`config.mk`:
```
export PLATFORM = sky130hd
export DESIGN_NAME = uart_irq_ident
export DESIGN_NICKNAME = d
export VERILOG_FILES = /design/src/rtl/uart_irq_pkg.sv /design/src/rtl/uart_irq_sticky.sv /design/src/rtl/uart_irq_timeout.sv /design/src/rtl/uart_irq_thre.sv /design/src/rtl/uart_irq_prio.sv /design/src/rtl/uart_irq_ident.sv
export SDC_FILE = /design/constraint.sdc
export NUM_CORES = 1
export LEC_CHECK = 0
export BUFFER_PORTS_ARGS = -buffer_cell sky130_fd_sc_hd__buf_2
export CORE_MARGIN = 2
export CORE_UTILIZATION = 45
export CTS_BUF_LIST = sky130_fd_sc_hd__clkbuf_4
export DETAILED_ROUTE_END_ITERATION = 10
export PLACE_DENSITY = 0.83
export SETUP_SLACK_MARGIN = 0.3
export SLEW_MARGIN = 20
export SYNTH_ARGS = -nofsm -noshare
export SYNTH_HDL_FRONTEND = slang
export SYNTH_SLANG_ARGS = --single-unit
```
`constraint.sdc`:
```
create_clock -name clk -period 4.82 [get_ports clk]
set_input_delay 0.482 -clock clk [delete_from_list [all_inputs] [get_ports clk]]
set_output_delay 0.482 -clock clk [all_outputs]
set_load 0.02 [all_outputs]
```
`src/rtl/uart_irq_pkg.sv`:
```
package uart_irq_pkg;

   localparam int NSRC = 5;

   typedef enum logic [3:0] {
      IID_MODEM   = 4'b0000,
      IID_NONE    = 4'b0001,
      IID_THRE    = 4'b0010,
      IID_RXDATA  = 4'b0100,
      IID_LINE    = 4'b0110,
      IID_TIMEOUT = 4'b1100
   } iid_e;

   // rank 0 is the highest priority
   function automatic logic [3:0] rank_code(input int rank);
      case (rank)
         0:       rank_code = IID_LINE;
         1:       rank_code = IID_TIMEOUT;
         2:       rank_code = IID_RXDATA;
         3:       rank_code = IID_THRE;
         default: rank_code = IID_MODEM;
      endcase
   endfunction

endpackage

```
`src/rtl/uart_irq_sticky.sv`:
```
module uart_irq_sticky #(
   parameter int W        = 4,
   parameter bit SET_WINS = 1'b1
) (
   input  logic         clk,
   input  logic         rst_n,
   input  logic [W-1:0] evt,
   input  logic         clr,
   output logic         pend
);

   logic any_evt;
   logic pend_d;

   assign any_evt = |evt;

   generate
      if (SET_WINS) begin : g_set_wins
         assign pend_d = (pend & ~clr) | any_evt;
      end else begin : g_clr_wins
         assign pend_d = clr ? 1'b0 : (pend | any_evt);
      end
   endgenerate

   always_ff @(posedge clk or negedge rst_n) begin
      if (!rst_n) pend <= 1'b0;
      else        pend <= pend_d;
   end

endmodule

```
`src/rtl/uart_irq_timeout.sv`:
```
module uart_irq_timeout #(
   parameter int TICK_W     = 8,
   parameter int CHAR_TIMES = 4
) (
   input  logic              clk,
   input  logic              rst_n,
   input  logic              rx_nonempty,
   input  logic              rx_push,
   input  logic              rx_pop,
   input  logic              baud_tick,
   input  logic [TICK_W-1:0] char_ticks,
   output logic              pend
);

   localparam int CNT_W = TICK_W + $clog2(CHAR_TIMES + 1);

   logic [CNT_W-1:0] cnt;
   logic [CNT_W-1:0] limit;
   logic             idle;

   assign limit = CNT_W'(char_ticks) * CNT_W'(CHAR_TIMES);
   assign idle  = rx_nonempty & ~rx_push & ~rx_pop;

   always_ff @(posedge clk or negedge rst_n) begin
      if (!rst_n) begin
         cnt  <= '0;
         pend <= 1'b0;
      end else if (!idle) begin
         cnt <= '0;
         if (rx_pop || !rx_nonempty) pend <= 1'b0;
      end else if (baud_tick && !pend) begin
         if (cnt == limit - 1'b1) begin
            pend <= 1'b1;
            cnt  <= '0;
         end else begin
            cnt <= cnt + 1'b1;
         end
      end
   end

endmodule

```
`src/rtl/uart_irq_thre.sv`:
```
module uart_irq_thre (
   input  logic clk,
   input  logic rst_n,
   input  logic thr_empty,
   input  logic thr_wr,
   input  logic id_rd_clr,
   output logic pend
);

   logic empty_q;

   always_ff @(posedge clk or negedge rst_n) begin
      if (!rst_n) begin
         empty_q <= 1'b1;
         pend    <= 1'b0;
      end else begin
         empty_q <= thr_empty;
         if (thr_wr || id_rd_clr || !thr_empty) pend <= 1'b0;
         else if (thr_empty && !empty_q)       pend <= 1'b1;
      end
   end

endmodule

```
`src/rtl/uart_irq_prio.sv`:
```
module uart_irq_prio
   import uart_irq_pkg::*;
#(
   parameter int N = NSRC
) (
   input  logic [N-1:0] req,
   output logic [3:0]   code,
   output logic         any
);

   logic [N:0] seen;
   logic [3:0] part [N+1];

   assign seen[0] = 1'b0;
   assign part[0] = IID_NONE;

   genvar i;
   generate
      for (i = 0; i < N; i++) begin : g_rank
         assign seen[i+1] = seen[i] | req[i];
         assign part[i+1] = (req[i] && !seen[i]) ? rank_code(i) : part[i];
      end
   endgenerate

   assign code = part[N];
   assign any  = seen[N];

endmodule

```
`src/rtl/uart_irq_ident.sv`:
```
module uart_irq_ident
   import uart_irq_pkg::*;
#(
   parameter int ERR_W      = 4,
   parameter int DELTA_W    = 4,
   parameter int TICK_W     = 8,
   parameter int CHAR_TIMES = 4,
   parameter bit SET_WINS   = 1'b1
) (
   input  logic               clk,
   input  logic               rst_n,
   input  logic [3:0]         ier,
   input  logic [ERR_W-1:0]   lsr_evt,
   input  logic               lsr_rd,
   input  logic               rx_trig,
   input  logic               rx_nonempty,
   input  logic               rx_push,
   input  logic               rx_pop,
   input  logic               baud_tick,
   input  logic [TICK_W-1:0]  char_ticks,
   input  logic               thr_empty,
   input  logic               thr_wr,
   input  logic               iir_rd,
   input  logic [DELTA_W-1:0] msr_delta,
   input  logic               msr_rd,
   output logic [3:0]         iid,
   output logic               irq
);

   generate
      if (ERR_W < 1 || DELTA_W < 1 || TICK_W < 1 || CHAR_TIMES < 1) begin : g_bad_cfg
         $fatal(1, "uart_irq_ident: widths and CHAR_TIMES must be at least 1");
      end
   endgenerate

   logic            line_pend;
   logic            modem_pend;
   logic            to_pend;
   logic            thre_pend;
   logic [NSRC-1:0] req;
   logic [3:0]      code;
   logic            any;

   uart_irq_sticky #(.W(ERR_W), .SET_WINS(SET_WINS)) u_line (
      .clk(clk), .rst_n(rst_n), .evt(lsr_evt), .clr(lsr_rd), .pend(line_pend)
   );

   uart_irq_sticky #(.W(DELTA_W), .SET_WINS(SET_WINS)) u_modem (
      .clk(clk), .rst_n(rst_n), .evt(msr_delta), .clr(msr_rd), .pend(modem_pend)
   );

   uart_irq_timeout #(.TICK_W(TICK_W), .CHAR_TIMES(CHAR_TIMES)) u_timeout (
      .clk(clk), .rst_n(rst_n), .rx_nonempty(rx_nonempty), .rx_push(rx_push),
      .rx_pop(rx_pop), .baud_tick(baud_tick), .char_ticks(char_ticks), .pend(to_pend)
   );

   uart_irq_thre u_thre (
      .clk(clk), .rst_n(rst_n), .thr_empty(thr_empty), .thr_wr(thr_wr),
      .id_rd_clr(iir_rd && (code == IID_THRE)), .pend(thre_pend)
   );

   // index = rank, 0 highest
   assign req[0] = line_pend & ier[2];
   assign req[1] = to_pend & rx_nonempty & ier[0];
   assign req[2] = rx_trig & ier[0];
   assign req[3] = thre_pend & thr_empty & ier[1];
   assign req[4] = modem_pend & ier[3];

   uart_irq_prio #(.N(NSRC)) u_prio (
      .req(req), .code(code), .any(any)
   );

   assign iid = code;
   assign irq = any;

endmodule

```
After elaboration in Yosys (flattened, before gate mapping) --
Index checks and enable logic that the tools add are counted.
Word-level totals: input port bits 32, register bits 16, output and inout port bits 5
Cells by class: reductions and logical operators 23, bitwise logic cells 21, eq/ne operators 4, muxes and demuxes 14, $add $sub $neg 2
Operators with widths (count):
- $mux 11 | 3
- $mux 4 | 4
- $add 11x1->11 const B | 1
- $and 1x1->1 | 11
- $eq 11x11->1 | 1
- $sub 10x1->11 const B | 1
- $logic_not 1->1 | 8
- $reduce_or 4->1 | 2
- $logic_and 1x1->1 | 7
- $mux 1 | 6
- $or 1x1->1 | 6
- $eq 4x2->1 const B | 1
- $ne 2x2->1 const B | 2
- $not 1->1 | 4
- $reduce_bool 2->1 | 2
- $logic_or 1x1->1 | 3
- $mux 3 | 1
- $reduce_and 3->1 | 1

Logic depth before layout (Yosys ltp) --
depth after elaboration 13, depth in mapped cells 8

Cells and area by module --
Synthesis repeated with hierarchy kept, for this count alone.
Unflattened totals: cell total of the unflattened synthesis 134, area total of the unflattened synthesis 1214.9 µm²
By module, submodules not included:
- uart_irq_timeout | cells an instance 109, area each 963.4 µm², seq. area each 300.3 µm², instances 1
- uart_irq_sticky | cells an instance 4, area each 40.0 µm², seq. area each 25.0 µm², instances 2
- uart_irq_thre | cells an instance 4, area each 80.1 µm², seq. area each 51.3 µm², instances 1
- uart_irq_ident | cells an instance 7, area each 47.5 µm², seq. area each 0.0 µm², instances 1
- uart_irq_prio | cells an instance 6, area each 43.8 µm², seq. area each 0.0 µm², instances 1

Worst setup path before layout --
OpenSTA, ideal clock, no wires.
path type input to register, start input char_ticks[0], end register u_timeout.cnt[10], stages on the path 8, arrival 2.016 ns, setup time 0.133 ns, required time 4.687 ns, path buffers 1, setup slack 2.672 ns, cell sequence inv_1 > ha_1 > nor2b_1 > a22oi_1 > or3_1 > a2111oi_4 > buf_6 > o31ai_1
On the way: longest elaborated chain between the ends 5
RTL lines:
- start: declaration | RTL line uart_irq_ident.sv:20 | input logic [TICK_W-1:0] char_ticks,
- $sub 10x1->11 | RTL line uart_irq_timeout.sv:32 | if (cnt == limit - 1'b1) begin
- $eq 11x11->1 | RTL line uart_irq_timeout.sv:32
- $mux 11 | RTL line uart_irq_timeout.sv:32
- $mux 11 | RTL line uart_irq_timeout.sv:31 | end else if (baud_tick && !pend) begin
- $mux 11 | RTL line uart_irq_timeout.sv:28 | end else if (!idle) begin
- end signal: assignment | RTL line uart_irq_timeout.sv:36 | cnt <= cnt + 1'b1;
- end: declaration | RTL line uart_irq_timeout.sv:17 | logic [CNT_W-1:0] cnt;
Every way passes these cells. The select of a mux whose other input is x is not followed. A chain may end at the register's enable or synchronous reset.

Final worst setup path --
start input char_ticks[0], end register u_timeout.cnt[6]
Same word-level chain as after synthesis.

==> reports/results.txt <==
status: finished clean
Cell Chain, Critical Path: buf_2, inv_1, ha_1, nor2b_1, a22oi_1, or3_1, a2111oi_4, o31ai_1
Die X: 55.3 µm
Max transition margin: 0.525
cts bufs inserted: 3
Mapped Avg Cell Area: 8.45 µm²
number of I/O pins: 37
DRC errors left: 0
final period utilization: 0.495
clock skew: 0.00235 ns
Final Hold Slack: 0.0948 ns
port bufs: 36
Cells after Synth: 140
placed cell count: 201
Worst Path Buf+Inv: 2
Inserted Diodes: 0
unrepaired setup endpoints after global routing: no
CTS max path bufs: 2
Setup Total Neg Slack: 0 ns
clock slew at reported path FFs: 0.09 ns
Seq cells post-synth: 16
Placer Congestion: 0.848
final slew viol count: 0
Congestion Overflow GR: 0
Final Hold Fails: 0
CTS tree: done
Max stage delay on crit path: 0.70 ns
Resized Gates After CTS: 0
NumNets Final: 210
core area: 2480 µm²
Area Overhead vs Synth: 17.7%
Startpoint Class: primary input
total power: 0.254 mW
num rows: 18
Finished Layout Cells: 205
Pwr per Cell Area: 182 nW/µm²
Clock Latency Late Sink: 0.29 ns
FF+latch area: 402 µm²
routed vias: 1127
Worst Path Required: 4.97 ns
fmax: 419 MHz
DP Area: 1370 µm²
first-pass GRT wire length: 4620 µm
slowest CP cell: a2111oi_4
CP Depth: 8
Peak supply drop: 133 µV
vias per cell: 5.50
Synth Net Count: 174
htree depth: 1
drt total wl: 2610 µm
max_cap viols: 0
Die ar.: 3060 µm²
critical path endpoint category: flop
Total Routing Usage GR: 0.182
Mapped Area: 1180 µm²
Avg WL per Cell: 12.7 µm
largest net degree at the start of global routing: 17
hpwl dp: 2070 µm
leak pwr: 0.618 nW
vias in the first global route: 1152
Crit Path Class: primary input to flop
post-route cell area: 1390 µm²
initial antenna violation count: 0
Final ANT Viol Nets: 0
crit path DAT: 2.53 ns
post-synthesis cell type count: 37
multi-input logic area: 721 µm²
1st-iter DRT viols: 51
Post-CTS Hold Fix Bufs: 0
Pre-antenna DRT Iters: 4
Final setup viols: 0
Warnings, synthesis: 0
Crit path max-delay family: compound AO/OA/AOI/OAI gates
Final min period: 2.39 ns
layout cells sized above 1: 0.269
die height: 55.3 µm
Initial Util: 0.478
worst hold path class: primary input to async pin
fillers: 247
Root Buffer: clkbuf_4
Clock Sinks: 16
sequential area share after synthesis: 0.339
CP max FO: 12
Setup Fix Bufs, Post-CTS: 0
worst reg2reg path depth: 5
Worst-Margin Slew: 0.712 ns
==> layer usage <==
metal  share of wire  vias up  track usage  wire [µm]
li1                -      564            -          -
met1            0.42      517        0.211       1110
met2            0.50       44        0.332       1300
met3           0.071        2       0.0328        184
met4          0.0073        0       0.0662         19
met5               0        -            0          0
==> synthesized netlist by cell type, drive strengths merged <==
cell type | count | area share
nor4 | 3 | 0.016
a21o | 1 | 0.0063
o211ai | 1 | 0.0063
nand3b | 2 | 0.013
a211o | 1 | 0.0074
nand2b | 6 | 0.032
nor2 | 11 | 0.035
a31o | 1 | 0.0074
nor3 | 2 | 0.013
or3 | 2 | 0.011
a31oi | 2 | 0.011
a22oi | 1 | 0.0063
nand3 | 8 | 0.034
xnor2 | 6 | 0.044
a21oi | 2 | 0.0085
a221oi | 1 | 0.0074
ha | 2 | 0.021
or2 | 2 | 0.011
o21ai | 5 | 0.021
nand4 | 3 | 0.016
inv | 7 | 0.022
nor2b | 4 | 0.021
dfstp | 1 | 0.022
xor2 | 9 | 0.067
o31ai | 10 | 0.063
clkbuf | 2 | 0.0063
buf | 3 | 0.023
and3 | 2 | 0.011
o2bb2ai | 1 | 0.013
nand2 | 21 | 0.067
dfrtp | 15 | 0.32
a2111oi | 2 | 0.036
o21a | 1 | 0.0063
==> cell families (layout without fill, tap and decap cells) <==
logic type	Yosys count	in the layout	share of synthesized area
compound gates	29	29	0.200
simple gates	66	66	0.277
flops	16	16	0.339
fa+ha+maj	2	2	0.0211
xor+xnor	15	15	0.111
buf+inv	12	47	0.0518
==> state kept, by name (all words and copies together) (netlist names) <==
| register | cells |
|---|---|
| u_thre.empty_q | 1 |
| u_thre.pend | 1 |
| u_timeout.pend | 1 |
| u_timeout.cnt | 11 |
| u_modem.pend | 1 |
| u_line.pend | 1 |
==> worst reg2reg max path: stages (launching register included) <==
cell,delay (ns)
dfrtp_1,0.44
ha_1,0.32
nand3_1,0.09
or3_1,0.37
a2111oi_4,0.70
o31ai_1,0.19
==> layout by cell type, fill, tap and decap left out, types with 2 or more instances in the layout <==
cell type and count:
ha_1 2, nor2b_1 4, nor4_1 3, nand3b_1 2
nand3_1 8, xnor2_1 6, nand2b_1 6, or2_2 2
nor2_1 11, xor2_1 9, dfrtp_1 15, nand4_1 3
inv_1 7, buf_2 36, clkbuf_4 3, or3_1 2
o31ai_1 10, o21ai_0 4, a31oi_1 2, nand2_1 21
and3_1 2, a21oi_1 2
==> where the power goes <==
part	internal (mW)	switching [mW]	total, mW
clock network	0.0301	0.0423	0.0724
registers	0.136	0.000929	0.137
logic	0.0195	0.0253	0.0448
total	0.185	0.0685	0.254
==> final cells by class <==
type | instances | share of cell area
Clock buffer | 3 | 0.0162
Clock inverter | 1 | 0.00270
Inverter | 7 | 0.0189
Multi-Input combinational cell | 112 | 0.518
Sequential cell | 16 | 0.288
Tap cell | 30 | 0.0270
Timing Repair Buffer | 36 | 0.129
==> metrics by stage <==
stage	worst slack [ns]	util
floorplan	2.67	-
global placement	2.20	0.552
detailed placement	2.11	0.552
CTS	2.40	0.562
global route	2.28	0.562
finish	2.43	0.562
==> path summary, 6_finish.rpt <==
path                                       start                to  slack (ns)
max in group asynchronous                  rst_n    u_thre.empty_q        4.42
worst max register to register  u_timeout.cnt[0]  u_timeout.cnt[6]        2.58
min in group clk                       thr_empty    u_thre.empty_q        0.31
worst min register to register       u_line.pend       u_line.pend        0.55
worst max-delay path               char_ticks[0]  u_timeout.cnt[6]        2.43
worst min-delay path                       rst_n    u_timeout.pend        0.09
Note: power is estimated with default switching activity, not from simulation.
